$ cat src/rtl/pcm_tx_pkg.sv
package pcm_tx_pkg;

    localparam int unsigned CTL_W     = 3;
    localparam int unsigned LEN_SEL_W = 2;
    localparam int unsigned CNT_SEL_W = 2;

    typedef enum logic [1:0] {
        ST_IDLE,
        ST_ARMED,
        ST_LEAD,
        ST_SHIFT
    } tx_state_e;

    typedef struct packed {
        logic                 wide;
        logic                 long_fs;
        logic [LEN_SEL_W-1:0] len_sel;
        logic [CNT_SEL_W-1:0] ctl_cnt;
        logic [CTL_W-1:0]     ctl_bits;
    } frame_cfg_t;

endpackage

$ cat src/rtl/pcm_tx_len.sv
// Derives the sync pulse length and the slot length, in bit periods,
// from the frame configuration captured at the start of the frame.
module pcm_tx_len
    import pcm_tx_pkg::*;
#(
    parameter int unsigned SLOT_W        = 16,
    parameter int unsigned NARROW_W      = 8,
    parameter int unsigned NARROW_SYNC   = 6,
    parameter int unsigned LONG_SYNC_MIN = 13,
    localparam int unsigned CW           = $clog2(SLOT_W + 2)
) (
    input  frame_cfg_t    cfg,
    output logic [CW-1:0] sync_len,
    output logic [CW-1:0] slot_len
);

    localparam logic [CW-1:0] LEN_ONE    = CW'(1);
    localparam logic [CW-1:0] LEN_NARROW = CW'(NARROW_SYNC);
    localparam logic [CW-1:0] LEN_BASE   = CW'(LONG_SYNC_MIN);
    localparam logic [CW-1:0] SLOT_WIDE  = CW'(SLOT_W);
    localparam logic [CW-1:0] SLOT_NARR  = CW'(NARROW_W);

    always_comb begin
        if (!cfg.long_fs) begin
            sync_len = LEN_ONE;
        end else if (cfg.wide) begin
            sync_len = LEN_BASE + CW'(cfg.len_sel);
        end else begin
            sync_len = LEN_NARROW;
        end
        slot_len = cfg.wide ? SLOT_WIDE : SLOT_NARR;
    end

endmodule

$ cat src/rtl/pcm_tx_slot.sv
// Builds the slot in transmit order (index 0 goes out first) and picks
// the bit for the requested index.
module pcm_tx_slot
    import pcm_tx_pkg::*;
#(
    parameter int unsigned SLOT_W   = 16,
    parameter int unsigned NARROW_W = 8,
    localparam int unsigned CW      = $clog2(SLOT_W + 2),
    localparam int unsigned WIW     = $clog2(SLOT_W),
    localparam int unsigned NIW     = $clog2(NARROW_W)
) (
    input  logic [SLOT_W-1:0] sample,
    input  frame_cfg_t        cfg,
    input  logic [CW-1:0]     idx,
    output logic              bit_o
);

    logic [SLOT_W-1:0]   wide_slot;
    logic [NARROW_W-1:0] narrow_slot;

    // Wide slot: the PCM bits come first, then the control bits fill the tail.
    for (genvar i = 0; i < SLOT_W; i++) begin : g_wide
        localparam int unsigned FROM_END = SLOT_W - 1 - i;
        always_comb begin
            int ctl_pos;
            ctl_pos = int'(cfg.ctl_cnt) - 1 - int'(FROM_END);
            if (int'(cfg.ctl_cnt) > int'(FROM_END) && ctl_pos < int'(CTL_W)) begin
                wide_slot[i] = cfg.ctl_bits[ctl_pos[$clog2(CTL_W)-1:0]];
            end else begin
                wide_slot[i] = sample[SLOT_W-1-i];
            end
        end
    end

    // Narrow slot: the low bits of the sample, MSB first.
    for (genvar j = 0; j < NARROW_W; j++) begin : g_narrow
        assign narrow_slot[j] = sample[NARROW_W-1-j];
    end

    always_comb begin
        bit_o = 1'b0;
        if (cfg.wide) begin
            if (idx < CW'(SLOT_W)) begin
                bit_o = wide_slot[idx[WIW-1:0]];
            end
        end else begin
            if (idx < CW'(NARROW_W)) begin
                bit_o = narrow_slot[idx[NIW-1:0]];
            end
        end
    end

endmodule

$ cat src/rtl/pcm_tx_fsm.sv
// Frame sequencer: a state register, a next-state decoder and an output
// process that updates the line registers once per bit period.
module pcm_tx_fsm
    import pcm_tx_pkg::*;
#(
    parameter int unsigned SLOT_W = 16,
    localparam int unsigned CW    = $clog2(SLOT_W + 2)
) (
    input  logic          clk,
    input  logic          rst_n,
    input  logic          bit_en,
    input  logic          smp_valid,
    input  logic [CW-1:0] sync_len,
    input  logic [CW-1:0] slot_len,
    input  logic          slot_bit,
    output tx_state_e     state_o,
    output logic [CW-1:0] pcnt_o,
    output logic          load_o,
    output logic          fs_act_o,
    output logic          sd_o
);

    localparam logic [CW-1:0] CNT_ONE = CW'(1);

    tx_state_e     state_q, state_d;
    logic [CW-1:0] pcnt_q;
    logic [CW-1:0] pcnt_inc;
    logic          slot_done;

    assign pcnt_inc  = pcnt_q + CNT_ONE;
    assign slot_done = (pcnt_q == slot_len);
    assign load_o    = (state_q == ST_IDLE) && smp_valid;

    // Next-state decoder
    always_comb begin
        state_d = state_q;
        unique case (state_q)
            ST_IDLE:  if (smp_valid) state_d = ST_ARMED;               // accept
            ST_ARMED: if (bit_en)    state_d = ST_LEAD;                // launch
            ST_LEAD:  if (bit_en)    state_d = ST_SHIFT;               // first bit
            ST_SHIFT: if (bit_en)    state_d = slot_done ? ST_IDLE      // finish
                                                         : ST_SHIFT;    // next bit
            default:                 state_d = ST_IDLE;
        endcase
    end

    // State register
    always_ff @(posedge clk or negedge rst_n) begin
        if (!rst_n) begin
            state_q <= ST_IDLE;
        end else begin
            state_q <= state_d;
        end
    end

    // Output process: line registers and the bit-period counter
    always_ff @(posedge clk or negedge rst_n) begin
        if (!rst_n) begin
            pcnt_q   <= '0;
            fs_act_o <= 1'b0;
            sd_o     <= 1'b0;
        end else if (bit_en) begin
            unique case (state_q)
                ST_IDLE: begin
                    fs_act_o <= 1'b0;
                    sd_o     <= 1'b0;
                end
                ST_ARMED: begin
                    pcnt_q   <= '0;
                    fs_act_o <= 1'b1;
                    sd_o     <= 1'b0;
                end
                ST_LEAD, ST_SHIFT: begin
                    if (slot_done) begin
                        pcnt_q   <= '0;
                        fs_act_o <= 1'b0;
                        sd_o     <= 1'b0;
                    end else begin
                        pcnt_q   <= pcnt_inc;
                        fs_act_o <= (pcnt_inc < sync_len);
                        sd_o     <= slot_bit;
                    end
                end
                default: begin
                    fs_act_o <= 1'b0;
                    sd_o     <= 1'b0;
                end
            endcase
        end
    end

    assign state_o = state_q;
    assign pcnt_o  = pcnt_q;

endmodule

$ cat src/rtl/pcm_tx.sv
module pcm_tx
    import pcm_tx_pkg::*;
#(
    parameter int unsigned SLOT_W        = 16,
    parameter int unsigned NARROW_W      = 8,
    parameter int unsigned NARROW_SYNC   = 6,
    parameter int unsigned LONG_SYNC_MIN = 13
) (
    input  logic                 clk,
    input  logic                 rst_n,
    input  logic                 bit_en,
    input  logic                 smp_valid,
    output logic                 smp_ready,
    input  logic [SLOT_W-1:0]    smp_data,
    input  logic                 cfg_wide,
    input  logic                 cfg_long_fs,
    input  logic [LEN_SEL_W-1:0] cfg_long_len,
    input  logic [CNT_SEL_W-1:0] cfg_ctl_cnt,
    input  logic [CTL_W-1:0]     cfg_ctl_bits,
    input  logic                 cfg_fs_inv,
    output logic                 fs_o,
    output logic                 sd_o
);

    localparam int unsigned CW = $clog2(SLOT_W + 2);

    frame_cfg_t        cfg_q;
    logic [SLOT_W-1:0] smp_q;
    logic              inv_q;
    logic              load;
    logic              fs_act;
    logic              slot_bit;
    logic [CW-1:0]     sync_len;
    logic [CW-1:0]     slot_len;
    logic [CW-1:0]     pcnt;
    tx_state_e         state;

    // Sample and configuration are captured when the frame is accepted.
    always_ff @(posedge clk or negedge rst_n) begin
        if (!rst_n) begin
            cfg_q <= '0;
            smp_q <= '0;
        end else if (load) begin
            cfg_q.wide     <= cfg_wide;
            cfg_q.long_fs  <= cfg_long_fs;
            cfg_q.len_sel  <= cfg_long_len;
            cfg_q.ctl_cnt  <= cfg_ctl_cnt;
            cfg_q.ctl_bits <= cfg_ctl_bits;
            smp_q          <= smp_data;
        end
    end

    always_ff @(posedge clk or negedge rst_n) begin
        if (!rst_n) begin
            inv_q <= 1'b0;
        end else begin
            inv_q <= cfg_fs_inv;
        end
    end

    pcm_tx_len #(
        .SLOT_W       (SLOT_W),
        .NARROW_W     (NARROW_W),
        .NARROW_SYNC  (NARROW_SYNC),
        .LONG_SYNC_MIN(LONG_SYNC_MIN)
    ) u_len (
        .cfg      (cfg_q),
        .sync_len (sync_len),
        .slot_len (slot_len)
    );

    pcm_tx_slot #(
        .SLOT_W   (SLOT_W),
        .NARROW_W (NARROW_W)
    ) u_slot (
        .sample (smp_q),
        .cfg    (cfg_q),
        .idx    (pcnt),
        .bit_o  (slot_bit)
    );

    pcm_tx_fsm #(
        .SLOT_W (SLOT_W)
    ) u_fsm (
        .clk       (clk),
        .rst_n     (rst_n),
        .bit_en    (bit_en),
        .smp_valid (smp_valid),
        .sync_len  (sync_len),
        .slot_len  (slot_len),
        .slot_bit  (slot_bit),
        .state_o   (state),
        .pcnt_o    (pcnt),
        .load_o    (load),
        .fs_act_o  (fs_act),
        .sd_o      (sd_o)
    );

    assign smp_ready = (state == ST_IDLE);
    assign fs_o      = fs_act ^ inv_q;

endmodule

$ cat config.mk
export PLATFORM = sky130hd
export DESIGN_NAME = pcm_tx
export DESIGN_NICKNAME = d
export VERILOG_FILES = /design/src/rtl/pcm_tx_pkg.sv /design/src/rtl/pcm_tx_len.sv /design/src/rtl/pcm_tx_slot.sv /design/src/rtl/pcm_tx_fsm.sv /design/src/rtl/pcm_tx.sv
export SDC_FILE = /design/constraint.sdc
export NUM_CORES = 1
export LEC_CHECK = 0
export ABC_AREA = 1
export CORE_MARGIN = 2
export CORE_UTILIZATION = 24
export DETAILED_ROUTE_END_ITERATION = 8
export DONT_BUFFER_PORTS = 1
export PLACE_DENSITY = 0.34
export SLEW_MARGIN = 0
export SYNTH_ARGS = -nofsm -noshare
export SYNTH_HDL_FRONTEND = slang
export SYNTH_SLANG_ARGS = --single-unit
$ cat constraint.sdc
create_clock -name clk -period 2.4 [get_ports clk]
set_clock_uncertainty 0.05 [all_clocks]
set_input_delay 0.12 -clock clk [delete_from_list [all_inputs] [get_ports clk]]
set_output_delay 0.12 -clock clk [all_outputs]
set_load 0.01 [all_outputs]
Word level (Yosys, flattened, before mapping)
Index checks and enable logic that the tools add are counted.
{ "op_classes": {"add_sub_neg": 5, "magnitude_cmp": 14, "eq_ne": 8, "mux": 31, "n_bitwise": 1, "reduce_logical": 10} }
{ "op_table": {"columns": ["cell", "n"], "rows": [
  ["< comparator 32 x 3 -> 1 bit (second input constant)", 3],
  ["subtractor 32 x 2 -> 32 bit (second input constant)", 1],
  ["subtractor 32 x 3 -> 32 bit (second input constant)", 1],
  ["2-to-1 mux 5 bit", 4],
  ["2-to-1 mux 1 bit", 13],
  ["2-to-1 mux 2 bit", 5],
  ["one-hot mux 5 bit (2 select lines)", 1],
  ["< comparator 2 x 3 -> 1 bit (second input constant)", 3],
  ["!= test 2 bit (second input constant)", 4],
  ["one-hot mux 2 bit (4 select lines)", 1],
  ["binary-select mux 1 bit (select 2 bit)", 3],
  ["adder 4 x 2 -> 5 bit (first input constant)", 1],
  ["adder 5 x 1 -> 5 bit (second input constant)", 1],
  ["== test 5 bit", 1],
  ["< comparator 4 x 5 -> 1 bit (second input constant)", 1],
  ["< comparator 5 x 4 -> 1 bit (second input constant)", 1],
  ["< comparator 5 bit", 1],
  ["< comparator 5 bit (second input constant)", 1],
  ["binary-select mux 1 bit (select 4 bit)", 1],
  ["== test 2 bit (second input constant)", 2],
  ["> comparator 2 x 1 -> 1 bit (second input constant)", 2],
  ["logical AND 1 bit", 4],
  ["< comparator 3 x 4 -> 1 bit (second input constant)", 1],
  ["AND reduction 4 bit", 1],
  ["11 further kinds", 12]
]} }
{ "word_totals": {"regBits": 35, "input_bits": 30, "output_inout_bits": 3} }

Longest topological paths before layout
{ "depth": {"depth_word": 11, "ltp_mapped": 16, "depth_no_buf": 16} }

Cells and area by module
Synthesis repeated with hierarchy kept, for this count alone.
{ "hier_totals": {"hier_cells": 313, "hier_area_um2": 2197.1} }
{ "modules_own_cells": {"columns": ["module", "n_inst", "cells_each", "area_per_inst_um2"], "rows": [
  ["pcm_tx", 1, 113, 1012.2],
  ["pcm_tx_fsm", 1, 97, 678.2],
  ["pcm_tx_slot", 1, 87, 415.4],
  ["pcm_tx_len", 1, 16, 91.3]
]} }

Least setup slack after synthesis
Ideal clock, no wire load.
{ "synth_path": {"kind": "register -> register", "start": "register u_fsm.pcnt_q[1], in the netlist u_fsm.pcnt_o[1]", "end": "register u_fsm.fs_act_o", "setup_ns": 0.123, "arrival_time_ns": 1.681, "required_time_ns": 2.227, "slack_ns": 0.546, "stages_incl_launch_ff": 13, "path_buffers": 0, "synth_period_minus_slack_ns": 1.854, "cell_sequence": "dfrtp_1 > ha_1 > nand3_1 > xor2_1 > inv_1 > ha_1 > nand2_1 > inv_1 > nand3_1 > a21oi_1 > nor3_1 > o21ai_0 > nand2_1"} }
{ "synth_between": {"elab_chain_cells": 4} }
{ "synth_rtl": {"columns": ["item", "line_no", "rtl"], "rows": [
  ["start, declared", "pcm_tx_fsm.sv:26", "logic [CW-1:0] pcnt_q;"],
  ["start signal, assigned", "pcm_tx_fsm.sv:79", "pcnt_q <= pcnt_inc;"],
  ["adder 5 x 1 -> 5 bit", "pcm_tx_fsm.sv:30", "assign pcnt_inc = pcnt_q + CNT_ONE;"],
  ["< comparator 5 bit", "pcm_tx_fsm.sv:80", "fs_act_o <= (pcnt_inc < sync_len);"],
  ["2-to-1 mux 1 bit (*)", "pcm_tx_fsm.sv:74", "if (slot_done) begin"],
  ["one-hot mux 1 bit (3 select lines) (*)", "pcm_tx_fsm.sv:63", "unique case (state_q)"],
  ["end signal, assigned", "pcm_tx_fsm.sv:80", null],
  ["end, declared", "pcm_tx_fsm.sv:19", "output logic fs_act_o,"]
]} }
Every way passes the cells marked *; elsewhere a longest branch is shown, timed or not.
A chain may end at the register's enable or synchronous reset.

Worst setup path in the final report
Same ends and word-level chain as after synthesis.

==> metrics.md <==
| Metric | Value |
|---|---|
| Reg-to-Reg End | u_fsm.fs_act_o |
| Share of cells above drive strength 1 | 0.130 |
| Slew @ Worst Pin | 0.438 ns |
| Filler cell count in the final layout | 857 |
| Max FO, Critical Path | 6 |
| Crit path capture type | register |
| FMAX | 493 MHz |
| DRC violation count after routing | 0 |
| Hold EP | u_fsm.sd_o |
| Maximum vdd drop | 0.440 mV |
| Seq/Total Area, Yosys | 0.448 |
| Port buffer count | 0 |
| Vias in the first global route | 1529 |
| Die height | 94.2 um |
| Slew HR | 0.708 |
| Post-synthesis register bit count | 35 |
| Final cycle utilization of the critical path | 0.845 |
| Wirelength per Cell | 12.8 um |
| TritonCTS buffer count | 5 |
| R2R depth | 12 |
| Most frequent cells in the layout | nand2_1 (39), dfrtp_1 (35), dlygate4sd3_1 (28), nand3_1 (21) |
| Largest net degree at the start of global routing | 37 |
| # H-tree levels | 2 |
| Startpoint types | register |
| Initial antenna violation count | 0 |
| Synth-to-Final Area Change | 24.5% |
| Via-to-Cell Ratio | 4.32 |
| Commonest non-fill, non-tap cell in the layout | nand2_1 |
| Final min period | 2.03 ns |
| Status | finished clean |
| Post-synthesis cell count | 220 |
| Slew Limit Fails | 0 |
| Post-route ant nets | 0 |
| RSZ-0062 raised after global routing | false |
| Multi-input combinational cell area | 937 sq um |
| Worst Path Class, Setup | reg2reg |
| Worst path required time | around 2.5 ns |
| Die X | ~94 um |
| Clock Path Buffers | 2 |
| Post-CTS setup buffers | 0 |
| Final Setup Violations | 0 |
| Die area | 8880 sq um |
| CTS tree | done |
| Worst-Skew Late Latency | between 0.2 and 0.3 ns |
| DPL Wire Length | 3180 um |
| # clock sinks | 35 |
| Final WL | around 4500 um |
| Synth cell types | 28 |
| Setup TNS | 0 ns |
| Hold_sp | bit_en |
| Reg-to-reg slack, setup | 0.37 ns |
| Core ar. | approximately 8000 sq um |
| Mapped Area | ~2000 sq um |
| Clock slew at reported path FFs | 0.07 ns |
| Avg Inst Size Synth | 8.88 sq um |
| Initial Util | 0.250 |
| PD cells | 1200 nW/um^2 |
| Data arrival, critical path | 2.15 ns |
| # IOs | 33 |
| Final hold viol count | 0 |
| RD Place Congestion | 0.734 |
| First-pass GRT wire length | 7650 um |
| Hold Crit Depth | 3 |
| Root Driver | clkbuf_8 |
| Fin nets | 293 |
| RR Startpoint | u_fsm.pcnt_o[1] |
| Row count | 32 |
| Total number of vias | 1535 |
| Gr ovfl total | 0 |
| Syn_nets | 261 |
| All-Layer GR Usage | 0.112 |
| Drt first-iter violations | 50 |
| Placed cells | 318 |
| Static leakage | between 1 and 1.5 nW |
| Post-route insts no fill | 355 |
| Pre-Repair DR Iteration Count | 4 |
| Hold/Removal Path Class | in2reg |
| YS warnings | 0 |
| Antenna cells | 0 |
| Storage element area | roughly 880 sq um |
| Max_cap viols | 0 |
## what timing repair did
action                                 in CTS  in global routing
hold buffers                               29                  0
endpoints found under the hold margin      63                  0
resized for setup                           0                  0
## worst max-delay path, stage by stage (launching register included)
cell and delay [ns]:
dfrtp_1 0.45, ha_1 0.24, nand3_1 0.10, xor2_1 0.16, inv_1 0.08, ha_1 0.30
nand2_1 0.07, inv_1 0.05, nand3_1 0.06, a21oi_1 0.11, nor3_1 0.06, o21ai_0 0.13
nand2_1 0.06
## worst max path at each step
stage,start,to,slack [ns],cells past startpoint
floorplan,u_fsm.pcnt_o[1],u_fsm.fs_act_o,0.55,12
global placement,u_fsm.pcnt_o[1],u_fsm.fs_act_o,0.44,12
detailed placement,u_fsm.pcnt_o[1],u_fsm.fs_act_o,0.38,12
CTS,u_fsm.pcnt_o[1],u_fsm.fs_act_o,0.36,12
global route,u_fsm.pcnt_o[1],u_fsm.fs_act_o,0.15,12
finish,u_fsm.pcnt_o[1],u_fsm.fs_act_o,0.37,12
## state kept, by name, indices dropped and copies added, names as in the netlist
signal          flops
u_fsm.fs_act_o      1
smp_q              16
u_fsm.state_o       2
cfg_q               9
u_fsm.pcnt_o        5
inv_q               1
u_fsm.sd_o          1
## stage by stage
stage               instance area, sq um  worst slack (ns)  utilization  hold slack [ns]  power, mW
floorplan                           1950             0.546            -           -0.226       2.16
global placement                    2050             0.438        0.263           -0.224       2.47
detailed placement                  2050             0.381        0.263           -0.224       2.46
CTS                                 2430             0.361        0.312           0.0151       2.96
global route                        2430             0.146        0.312           0.0343       3.23
finish                              2430             0.371        0.312           0.0157       2.91
## synth_stat cells (all sizes together)
| library cell | count | area [sq um] |
|---|---|---|
| nand2 | 41 | 164 |
| dfrtp | 35 | 876 |
| inv | 25 | 98.8 |
| nand3 | 21 | 105 |
| a21oi | 20 | 100 |
| nor2 | 19 | 86.3 |
| mux2 | 15 | 169 |
| o21ai | 15 | 75.1 |
| ha | 11 | 138 |
| buf | 4 | 35.0 |
| xor2 | 4 | 35.0 |
| o211ai | 3 | 32.5 |
| nor3 | 2 | 10.0 |
| a31oi | 1 | 6.26 |
| clkbuf | 1 | 3.75 |
| clkinv | 1 | 3.75 |
| nor3b | 1 | 7.51 |
| o221ai | 1 | 8.76 |
## report_power, final
group	internal, mW	total (mW)	switching, mW
sequential	0.870	1.10	0.230
clock	0.204	0.423	0.219
combinational	0.591	1.38	0.793
total	1.67	2.91	1.24
## layout make-up
class / instances / area share
multi-input combinational: 154 / 0.385
sequential: 35 / 0.360
timing repair buffer: 30 / 0.127
tap: 102 / 0.0525
inverter: 26 / 0.0422
clock buffer: 7 / 0.0314
clock inverter: 1 / 0.00206
## cell families after synthesis
group,Yosys count,share of synthesized area
AND/OR/NAND/NOR,84,0.191
AO/OA/AOI/OAI,40,0.114
flip-flops,35,0.448
buffers and inverters,31,0.0723
multiplexers,15,0.0864
adder cells (fa/ha/maj),11,0.0704
XOR/XNOR,4,0.0179
## metal layers
layer | up-vias | track usage | part of all wire
met1 | 715 | 0.154 | 0.50
li1 | 791 | - | -
met2 | 23 | 0.170 | 0.45
met5 | - | 0 | 0
met3 | 6 | 0.0289 | 0.040
met4 | 0 | 0.0399 | 0.015
No activity file was read; power rests on OpenSTA's default activity.
